File: src/rtl/opf_pkg.sv
package opf_pkg;

   typedef enum logic [3:0] {
      MD_IMM   = 4'd0,
      MD_DIR   = 4'd1,
      MD_IND   = 4'd2,
      MD_REG   = 4'd3,
      MD_RIND  = 4'd4,
      MD_DISP  = 4'd5,
      MD_IDX   = 4'd6,
      MD_PCREL = 4'd7,
      MD_AINC  = 4'd8,
      MD_ADEC  = 4'd9
   } opf_mode_e;

   typedef enum logic [1:0] {
      ST_IDLE = 2'd0,
      ST_CALC = 2'd1,
      ST_RD1  = 2'd2,
      ST_RD2  = 2'd3
   } opf_state_e;

   function automatic logic mode_legal(input logic [3:0] m);
      return m <= 4'(MD_ADEC);
   endfunction

   function automatic logic [1:0] mode_reads(input logic [3:0] m);
      logic [1:0] n;
      case (m)
         4'(MD_IMM), 4'(MD_REG): n = 2'd0;
         4'(MD_IND):             n = 2'd2;
         default:                n = mode_legal(m) ? 2'd1 : 2'd0;
      endcase
      return n;
   endfunction

   function automatic logic mode_steps(input logic [3:0] m);
      return (m == 4'(MD_AINC)) || (m == 4'(MD_ADEC));
   endfunction

endpackage

File: src/rtl/opf_field_ext.sv
module opf_field_ext #(
   parameter int FIELD_W    = 8,
   parameter int ADDR_W     = 16,
   parameter int DATA_W     = 16,
   parameter bit IMM_SIGNED = 1'b0
) (
   input  logic [FIELD_W-1:0] field,
   output logic [ADDR_W-1:0]  field_s,
   output logic [ADDR_W-1:0]  field_z,
   output logic [DATA_W-1:0]  imm_val
);
   localparam int AEXT = ADDR_W - FIELD_W;
   localparam int DEXT = DATA_W - FIELD_W;

   assign field_s = {{AEXT{field[FIELD_W-1]}}, field};
   assign field_z = {{AEXT{1'b0}}, field};

   generate
      if (IMM_SIGNED) begin : g_imm_signed
         assign imm_val = {{DEXT{field[FIELD_W-1]}}, field};
      end else begin : g_imm_unsigned
         assign imm_val = {{DEXT{1'b0}}, field};
      end
   endgenerate
endmodule

File: src/rtl/opf_ea_calc.sv
module opf_ea_calc
   import opf_pkg::*;
#(
   parameter int ADDR_W     = 16,
   parameter int DATA_W     = 16,
   parameter int WORD_BYTES = 4
) (
   input  logic [3:0]        mode,
   input  logic              word,
   input  logic [ADDR_W-1:0] field_s,
   input  logic [ADDR_W-1:0] field_z,
   input  logic [ADDR_W-1:0] pc,
   input  logic [DATA_W-1:0] reg_val,
   output logic [ADDR_W-1:0] ea,
   output logic [DATA_W-1:0] wb_val
);
   logic [DATA_W-1:0] step;
   logic [DATA_W-1:0] reg_inc;
   logic [DATA_W-1:0] reg_dec;
   logic [ADDR_W-1:0] reg_a;

   assign step    = word ? DATA_W'(WORD_BYTES) : DATA_W'(1);
   assign reg_inc = reg_val + step;
   assign reg_dec = reg_val - step;
   assign reg_a   = reg_val[ADDR_W-1:0];
   assign wb_val  = (mode == 4'(MD_ADEC)) ? reg_dec : reg_inc;

   always_comb begin
      case (mode)
         4'(MD_DIR), 4'(MD_IND):   ea = field_z;
         4'(MD_RIND), 4'(MD_AINC): ea = reg_a;
         4'(MD_DISP), 4'(MD_IDX):  ea = field_s + reg_a;
         4'(MD_PCREL):             ea = pc + field_s;
         4'(MD_ADEC):              ea = reg_dec[ADDR_W-1:0];
         default:                  ea = '0;
      endcase
   end
endmodule

File: src/rtl/opf_ctrl.sv
module opf_ctrl
   import opf_pkg::*;
#(
   parameter int FIELD_W = 8,
   parameter int ADDR_W  = 16,
   parameter int DATA_W  = 16,
   parameter int REG_AW  = 3
) (
   input  logic               clk,
   input  logic               rst_n,
   input  logic               start,
   input  logic [3:0]         mode_in,
   input  logic [FIELD_W-1:0] field_in,
   input  logic [REG_AW-1:0]  reg_in,
   input  logic [ADDR_W-1:0]  pc_in,
   input  logic               word_in,
   output logic [3:0]         q_mode,
   output logic [FIELD_W-1:0] q_field,
   output logic [REG_AW-1:0]  q_reg,
   output logic [ADDR_W-1:0]  q_pc,
   output logic               q_word,
   input  logic [ADDR_W-1:0]  ea,
   input  logic [DATA_W-1:0]  wb_val,
   input  logic [DATA_W-1:0]  imm_val,
   input  logic [DATA_W-1:0]  reg_val,
   output logic               rf_we,
   output logic [DATA_W-1:0]  rf_wdata,
   output logic               mem_req,
   output logic [ADDR_W-1:0]  mem_addr,
   input  logic               mem_valid,
   input  logic [DATA_W-1:0]  mem_rdata,
   output logic               busy,
   output logic               done,
   output logic               illegal,
   output logic [DATA_W-1:0]  operand,
   output logic [ADDR_W-1:0]  eff_addr,
   output logic [1:0]         access_cnt
);
   opf_state_e        state;
   logic [DATA_W-1:0] wb_hold;
   logic              last_read;

   assign busy      = (state != ST_IDLE);
   assign last_read = (state == ST_RD2) || (q_mode != 4'(MD_IND));

   always_ff @(posedge clk or negedge rst_n) begin
      if (!rst_n) begin
         state      <= ST_IDLE;
         q_mode     <= '0;
         q_field    <= '0;
         q_reg      <= '0;
         q_pc       <= '0;
         q_word     <= 1'b0;
         wb_hold    <= '0;
         rf_we      <= 1'b0;
         rf_wdata   <= '0;
         mem_req    <= 1'b0;
         mem_addr   <= '0;
         done       <= 1'b0;
         illegal    <= 1'b0;
         operand    <= '0;
         eff_addr   <= '0;
         access_cnt <= '0;
      end else begin
         done  <= 1'b0;
         rf_we <= 1'b0;
         case (state)
            ST_IDLE: begin
               if (start) begin
                  q_mode  <= mode_in;
                  q_field <= field_in;
                  q_reg   <= reg_in;
                  q_pc    <= pc_in;
                  q_word  <= word_in;
                  state   <= ST_CALC;
               end
            end
            ST_CALC: begin
               access_cnt <= '0;
               illegal    <= !mode_legal(q_mode);
               if (mode_reads(q_mode) == 2'd0) begin
                  eff_addr <= '0;
                  done     <= 1'b1;
                  state    <= ST_IDLE;
                  if (q_mode == 4'(MD_IMM))      operand <= imm_val;
                  else if (q_mode == 4'(MD_REG)) operand <= reg_val;
                  else                           operand <= '0;
               end else begin
                  eff_addr <= ea;
                  mem_addr <= ea;
                  mem_req  <= 1'b1;
                  wb_hold  <= wb_val;
                  state    <= ST_RD1;
               end
            end
            default: begin
               if (mem_valid) begin
                  access_cnt <= access_cnt + 2'd1;
                  if (last_read) begin
                     mem_req  <= 1'b0;
                     operand  <= mem_rdata;
                     done     <= 1'b1;
                     rf_we    <= mode_steps(q_mode);
                     rf_wdata <= wb_hold;
                     state    <= ST_IDLE;
                  end else begin
                     mem_addr <= mem_rdata[ADDR_W-1:0];
                     eff_addr <= mem_rdata[ADDR_W-1:0];
                     state    <= ST_RD2;
                  end
               end
            end
         endcase
      end
   end
endmodule

File: src/rtl/opfetch_unit.sv
module opfetch_unit
   import opf_pkg::*;
#(
   parameter int FIELD_W    = 8,
   parameter int ADDR_W     = 16,
   parameter int DATA_W     = 16,
   parameter int REG_AW     = 3,
   parameter int WORD_BYTES = 4,
   parameter bit IMM_SIGNED = 1'b0
) (
   input  logic               clk,
   input  logic               rst_n,
   input  logic               start,
   input  logic [3:0]         mode_in,
   input  logic [FIELD_W-1:0] field_in,
   input  logic [REG_AW-1:0]  reg_in,
   input  logic [ADDR_W-1:0]  pc_in,
   input  logic               word_in,
   output logic [REG_AW-1:0]  rf_raddr,
   input  logic [DATA_W-1:0]  rf_rdata,
   output logic               rf_we,
   output logic [REG_AW-1:0]  rf_waddr,
   output logic [DATA_W-1:0]  rf_wdata,
   output logic               mem_req,
   output logic [ADDR_W-1:0]  mem_addr,
   input  logic               mem_valid,
   input  logic [DATA_W-1:0]  mem_rdata,
   output logic               busy,
   output logic               done,
   output logic               illegal,
   output logic [DATA_W-1:0]  operand,
   output logic [ADDR_W-1:0]  eff_addr,
   output logic [1:0]         access_cnt
);
   generate
      if (FIELD_W >= ADDR_W) begin : g_bad_field
         $error("opfetch_unit: FIELD_W must be narrower than ADDR_W");
      end
      if (ADDR_W > DATA_W) begin : g_bad_addr
         $error("opfetch_unit: a pointer read from memory must fit ADDR_W in DATA_W");
      end
      if (WORD_BYTES < 1) begin : g_bad_step
         $error("opfetch_unit: WORD_BYTES must be positive");
      end
   endgenerate

   logic [3:0]         q_mode;
   logic [FIELD_W-1:0] q_field;
   logic [REG_AW-1:0]  q_reg;
   logic [ADDR_W-1:0]  q_pc;
   logic               q_word;
   logic [ADDR_W-1:0]  field_s;
   logic [ADDR_W-1:0]  field_z;
   logic [DATA_W-1:0]  imm_val;
   logic [ADDR_W-1:0]  ea;
   logic [DATA_W-1:0]  wb_val;

   assign rf_raddr = q_reg;
   assign rf_waddr = q_reg;

   opf_field_ext #(
      .FIELD_W(FIELD_W), .ADDR_W(ADDR_W), .DATA_W(DATA_W), .IMM_SIGNED(IMM_SIGNED)
   ) u_ext (
      .field(q_field), .field_s(field_s), .field_z(field_z), .imm_val(imm_val)
   );

   opf_ea_calc #(
      .ADDR_W(ADDR_W), .DATA_W(DATA_W), .WORD_BYTES(WORD_BYTES)
   ) u_ea (
      .mode(q_mode), .word(q_word), .field_s(field_s), .field_z(field_z),
      .pc(q_pc), .reg_val(rf_rdata), .ea(ea), .wb_val(wb_val)
   );

   opf_ctrl #(
      .FIELD_W(FIELD_W), .ADDR_W(ADDR_W), .DATA_W(DATA_W), .REG_AW(REG_AW)
   ) u_ctrl (
      .clk(clk), .rst_n(rst_n), .start(start), .mode_in(mode_in),
      .field_in(field_in), .reg_in(reg_in), .pc_in(pc_in), .word_in(word_in),
      .q_mode(q_mode), .q_field(q_field), .q_reg(q_reg), .q_pc(q_pc),
      .q_word(q_word), .ea(ea), .wb_val(wb_val), .imm_val(imm_val),
      .reg_val(rf_rdata), .rf_we(rf_we), .rf_wdata(rf_wdata),
      .mem_req(mem_req), .mem_addr(mem_addr), .mem_valid(mem_valid),
      .mem_rdata(mem_rdata), .busy(busy), .done(done), .illegal(illegal),
      .operand(operand), .eff_addr(eff_addr), .access_cnt(access_cnt)
   );
endmodule

File: config.mk
export PLATFORM = sky130hd
export DESIGN_NAME = opfetch_unit
export DESIGN_NICKNAME = d
export VERILOG_FILES = /design/src/rtl/opf_pkg.sv /design/src/rtl/opf_field_ext.sv /design/src/rtl/opf_ea_calc.sv /design/src/rtl/opf_ctrl.sv /design/src/rtl/opfetch_unit.sv
export SDC_FILE = /design/constraint.sdc
export NUM_CORES = 1
export LEC_CHECK = 0
export BUFFER_PORTS_ARGS = -buffer_cell sky130_fd_sc_hd__buf_2
export CAP_MARGIN = 20
export CORE_MARGIN = 5
export CORE_UTILIZATION = 61
export DETAILED_ROUTE_END_ITERATION = 10
export PLACE_DENSITY = 0.83
export SYNTH_ARGS = -nofsm -noshare
export SYNTH_HDL_FRONTEND = slang
export SYNTH_HIERARCHICAL = 1
export SYNTH_SLANG_ARGS = --single-unit
File: constraint.sdc
create_clock -name clk -period 9.6 [get_ports clk]
set_input_delay 0.96 -clock clk [delete_from_list [all_inputs] [get_ports clk]]
set_output_delay 0.96 -clock clk [all_outputs]
set_load 0.05 [all_outputs]
Word level (Yosys, flattened, before mapping)
Index checks and enable logic that the tools add are counted.

operators by class
  reduce and logical (&&, ||, !) cells = 24
  eq/ne operators = 16
  muxes and demuxes = 36
  add/sub/neg operators = 5
  order comparisons = 1
  bitwise logic cells = 3

operator list
  operator                                                          count
  16-bit two-way mux                                                10
  16-bit case mux with 2 select lines                               3
  16-bit case mux with 5 select lines                               1
  16-bit adder                                                      3
  4-bit by 3-bit == test with 1-bit output (second input constant)  4
  16-bit subtractor                                                 1
  2-bit two-way mux                                                 6
  2-bit case mux with 2 select lines                                3
  4-bit AND reduction                                               3
  1-bit two-way mux                                                 10
  2-bit OR reduction                                                5
  4-bit by 2-bit == test with 1-bit output (second input constant)  2
  4-bit == test (second input constant)                             2
  2-bit AND reduction                                               4
  2-bit != test (second input constant)                             3
  3-bit AND reduction                                               2
  2-bit nonzero test                                                3
  4-bit by 1-bit == test with 1-bit output (second input constant)  1
  4-bit <= comparator (second input constant)                       1
  2-bit logical NOT                                                 2
  4-bit logical NOT                                                 1
  4-bit by 2-bit != test with 1-bit output (second input constant)  1
  1-bit case mux with 2 select lines                                2
  3-bit two-way mux                                                 1
  other kinds (8)                                                   11

storage, ports and cells
  output and inout port bits = 77
  word-level logic and storage cells = 101
  input port bits = 68
  flip-flop bits (word level) = 120

Depth between registers and ports, before layout
  word-level depth = 7
  gate-level depth with buffers = 14
  mapped depth without buffers = 12

Modules after synthesis
The synthesis kept the hierarchy.

by module, submodules not included
  module         times used  cells each  sequential area each (um^2)  area an instance (um^2)
  opf_ctrl       1           439         3002.9                       5011.1
  opf_ea_calc    1           278         0.0                          2104.5
  opf_field_ext  1           49          0.0                          364.1
  opfetch_unit   1           3           0.0                          22.5

Worst setup path before layout
No wires, ideal clock.

  path type = reg2reg
  start = reg u_ctrl.q_mode[1]
  end = reg u_ctrl.eff_addr[15]
  stages on the path, launching flop included = 14
  setup time = 128 ps
  path slack = 6050 ps
  arrival time = 3423 ps
  path buffers = 2
  clock period less this slack = 3550 ps
  data required time = 9472 ps
  cells stage by stage = dfrtp_1 buf_4 nand4b_4 buf_1 mux2_2 ha_1 a21o_1 a31o_1 a211oi_2 o21ai_1 nor4b_1 or4_1 a21boi_0 o21ai_0

between the ends
  elaborated cells on any way between the ends = 26
  those cells by class = order compare: 1; eq/ne: 11; mux: 6; reduce/logical: 8

RTL lines
  what                                                                    line                source
  from (decl)                                                             opf_ctrl.sv:17      output logic [3:0] q_mode,
  from (signal assigned)                                                  opf_ctrl.sv:70      q_mode <= mode_in;
  4-bit by 3-bit == test with 1-bit output, or another cell as far along  opf_ea_calc.sv:29   case (mode)
  2-bit OR reduction                                                      opf_ea_calc.sv:29
  16-bit case mux with 5 select lines (*)                                 opf_ea_calc.sv:29
  named net ea[15]                                                        opfetch_unit.sv:55  logic [ADDR_W-1:0] ea;
  16-bit two-way mux (*)                                                  opf_ctrl.sv:81      if (mode_reads(q_mode) == 2'd0) begin
  16-bit case mux with 2 select lines (*)                                 opf_ctrl.sv:67      case (state)
  to (signal assigned)                                                    opf_ctrl.sv:108     eff_addr <= mem_rdata[ADDR_W-1:0];
  to (decl)                                                               opf_ctrl.sv:36      output logic [ADDR_W-1:0] eff_addr,

Mark *: on every way through the listed nets, which the timed path passes. The rest lies on a longest branch. The select of a mux whose other input is x is not followed.
A chain may end at the register's enable or synchronous reset.

Worst setup path in the final report
  start = reg u_ctrl.q_mode[1]
  end = reg u_ctrl.eff_addr[8]

The elaborated chain is that of the path after synthesis.

==> flow_summary.json <==
{
  "cts_tree": "done",
  "grtUsageMet2_pct": 45.2,
  "vias_per_cell": 6.16,
  "finClkSkew_ns": 0.00601,
  "track_usage_pct": 28.2,
  "pwr-share-clk_pct": 17.4,
  "seqPwrFrac_pct": 26.9,
  "cp_num_buf_inv": 0,
  "finalMaxSlewViolations": 0,
  "grt_pass1_wl_um": 32400,
  "route.vias.total": 6258,
  "drtAntennaViolNets": 0,
  "fin_total_pwr_mw": 3.62,
  "drtPass1Iterations": 6,
  "synth_flop_cell": "dfrtp_1",
  "syn_area_mm2": 0.00750,
  "numCtsBuffers": 17,
  "whs_endpoint": "u_ctrl/wb_hold[6]$_DFFE_PN0P_",
  "critical_path.top_delay_family": "compound AO/OA/AOI/OAI gates",
  "p_sw_mw": 1.81,
  "drv_cap": 0,
  "min-delay-start": "u_ctrl/wb_hold[6]$_DFFE_PN0P_",
  "ys_seq_elements": 120,
  "r2r_end": "u_ctrl/eff_addr[8]$_DFFE_PN0P_",
  "combPwrFrac_pct": 55.7,
  "root_buffer": "clkbuf_16",
  "wirelength_um": 20500,
  "initial_core_util_pct": 62.5,
  "design_area_mm2": 0.00849,
  "finalSetupTns_ns": 0,
  "final_cell_mix": "buf_2, dfrtp_1, nand2_1",
  "worstReg2RegStart": "u_ctrl/q_mode[1]$_DFFE_PN0P_",
  "setup_violations": 0,
  "drc_errors": 0,
  "hold_buffers": 0,
  "ios": 145,
  "cpMaxStageDelayCell": "dfrtp_1",
  "place_area_mm2": 0.00790,
  "design.core.area_mm2": 0.0120,
  "wire_per_inst_um": 20.2,
  "synth-edff-count": 0,
  "worstSetupEndpointType": "flop",
  "place_inst": 984,
  "cts_sinks": 120,
  "nets": 949,
  "cts_resized": 0,
  "fin_ws_ns": 5.57,
  "grt_use_met1_pct": 38.5,
  "synth_cell_types": 77,
  "ys_seq_area_share_pct": 40.0,
  "cts_htree_levels": 4,
  "crit_arrival_ns": 4.27,
  "grt.busiest_layer": "met2",
  "period_minus_slack_ns": 4.03,
  "p_sw_share_pct": 50.0,
  "hold_ws_ns": 0.482,
  "ys_warn_count": 6,
  "post-route-period-util_pct": 41.9,
  "antenna_found_initial": 1,
  "holdPathStages": 2,
  "avgSynthCellArea_um2": 9.76,
  "final_common_cell": "buf_2",
  "async_reset_ff_share_pct": 100,
  "timing_hold_violations_final": 0,
  "port_buffers": 144,
  "rsz0062_at_grt": "false",
  "num_rows": 40,
  "max_slew_margin_pct": 27.1,
  "crit_required_ns": 9.85,
  "die_area_mm2": 0.0146,
  "crit_type": "reg -> reg",
  "cts.clk_slew.worst_paths_ns": 0.05,
  "ff2ff_setup_slack_ns": 5.57,
  "worstSkewPairLatency_ns": 0.42,
  "utilization_pct": 70.7,
  "p_per_area_mw_per_mm2": 426,
  "drt_iter0_markers": 848,
  "cp-start-kind": "flop",
  "internal_power_mw": 1.81,
  "hpwl_um": 14700,
  "globalRouteMet3Util_pct": 5.27,
  "cts_buffer_depth": 2,
  "vdd_drop_max_uv": 174,
  "grt_pass1_vias": 6156,
  "cts_setup_buffers": 0,
  "final_layout_size_suffix_gt1_share_pct": 30.5,
  "fmax_ghz": 0.248,
  "crit_fanout": 16,
  "pre_cts_ws_ns": 5.62,
  "max_stage_delay_ns": 0.65,
  "die_y_um": 121,
  "tightest_slew_ns": 1.09,
  "r2r_cells": 11,
  "synth_cells": 769,
  "leakage_nw": 4.02,
  "grt_overflow": 0,
  "syn_to_final_growth_pct": 13.1,
  "min_path_type": "reg -> reg",
  "grt_max_degree": 77,
  "die_width_um": 121,
  "crit_chain": "nand4b_4 > mux2_2 > ha_1 > fa_1 > and3_1 > o32ai_2 > o21ai_0 > xor2_1 > a221o_1 > a21boi_0 > o21ai_1",
  "instances_no_fill": 1016,
  "gp_congestion": 0.873,
  "status": "finished, final reports clean"
}
-- tightest hold or removal path: stages (launching register included) --
cell	delay (ns)
dfrtp_1	0.34
nand2_1	0.05
nand2_1	0.06
-- how the worst max path moves through the flow --
| stage | from | endpoint | cells after the start |
|---|---|---|---|
| after floorplan | u_ctrl/q_mode[1]$_DFFE_PN0P_ | u_ctrl/eff_addr[15]$_DFFE_PN0P_ | 13 |
| after global placement | u_ctrl/q_mode[1]$_DFFE_PN0P_ | u_ctrl/mem_addr[10]$_DFFE_PN0P_ | 12 |
| after detailed placement | u_ctrl/q_mode[1]$_DFFE_PN0P_ | u_ctrl/mem_addr[10]$_DFFE_PN0P_ | 12 |
| after CTS | u_ctrl/q_mode[1]$_DFFE_PN0P_ | u_ctrl/eff_addr[14]$_DFFE_PN0P_ | 12 |
| after global routing | u_ctrl/q_mode[1]$_DFFE_PN0P_ | u_ctrl/mem_addr[10]$_DFFE_PN0P_ | 12 |
| final | u_ctrl/q_mode[1]$_DFFE_PN0P_ | u_ctrl/eff_addr[8]$_DFFE_PN0P_ | 11 |
-- per-layer routing --
layer	part of all wire [%]	vias to the layer above
met5	0	-
met4	2.1	0
met3	8.4	43
met2	47	327
met1	43	3038
li1	-	2850
-- final cells by class --
type	instances	area (µm²)
tap	147	184
timing repair buffer	150	768
antenna	1	2.50
clock inverter	7	92.6
inverter	21	78.8
multi-input combinational	546	3870
fill	892	3520
sequential	120	3000
clock buffer	24	492
-- Yosys cell counts, types with 2 or more instances --
cell,instances,area [µm²]
dfrtp_1,120,3000
a211oi_1,2,15.0
a22o_1,5,43.8
ha_1,24,300
mux2i_1,11,110
a221o_1,5,50.1
o32ai_2,2,32.5
a21oi_4,2,32.5
nor2_1,41,154
a22oi_1,18,135
buf_6,4,45.0
nor3_1,6,30.0
buf_1,2,7.51
and4_1,4,35.0
nor2b_1,4,25.0
and3_1,6,37.5
nand3b_1,3,22.5
clkbuf_1,18,67.6
nand4_1,4,25.0
xor2_1,13,114
o21bai_1,4,30.0
and2_1,5,31.3
a21oi_1,18,90.1
a31oi_1,32,200
a21boi_0,16,120
inv_1,21,78.8
o2111ai_1,2,17.5
a32oi_1,2,17.5
mux2_2,63,709
xnor2_1,20,175
o22ai_1,7,43.8
buf_2,15,75.1
a21o_1,7,52.6
o21a_1,4,30.0
nand2b_1,4,25.0
nand2_1,106,398
o21ai_0,21,105
buf_4,57,428
nand3_1,17,85.1
o211ai_1,4,30.0
o21ai_1,14,70.1
-- power by group through the flow --
stage | logic (mW) | clock network (mW) | registers [mW]
3_5_place_dp | 1.97 | 0 | 0.977
3_3_place_gp | 1.92 | 0 | 0.957
2_1_floorplan | 1.13 | 0 | 1.42
6_report | 2.02 | 0.628 | 0.973
4_1_cts | 1.99 | 0.633 | 0.972
5_1_grt | 2.14 | 0.660 | 1.01
-- kinds of logic after synthesis --
| family | synth area share [%] |
|---|---|
| other | 0.0500 |
| XOR/XNOR | 3.85 |
| AO/OA/AOI/OAI | 17.2 |
| AND/OR/NAND/NOR | 14.2 |
| flip-flops | 40.0 |
| buffers and inverters | 9.42 |
| adder cells (fa/ha/maj) | 4.27 |
| multiplexers | 10.9 |
(Power assumes the default switching activity.)
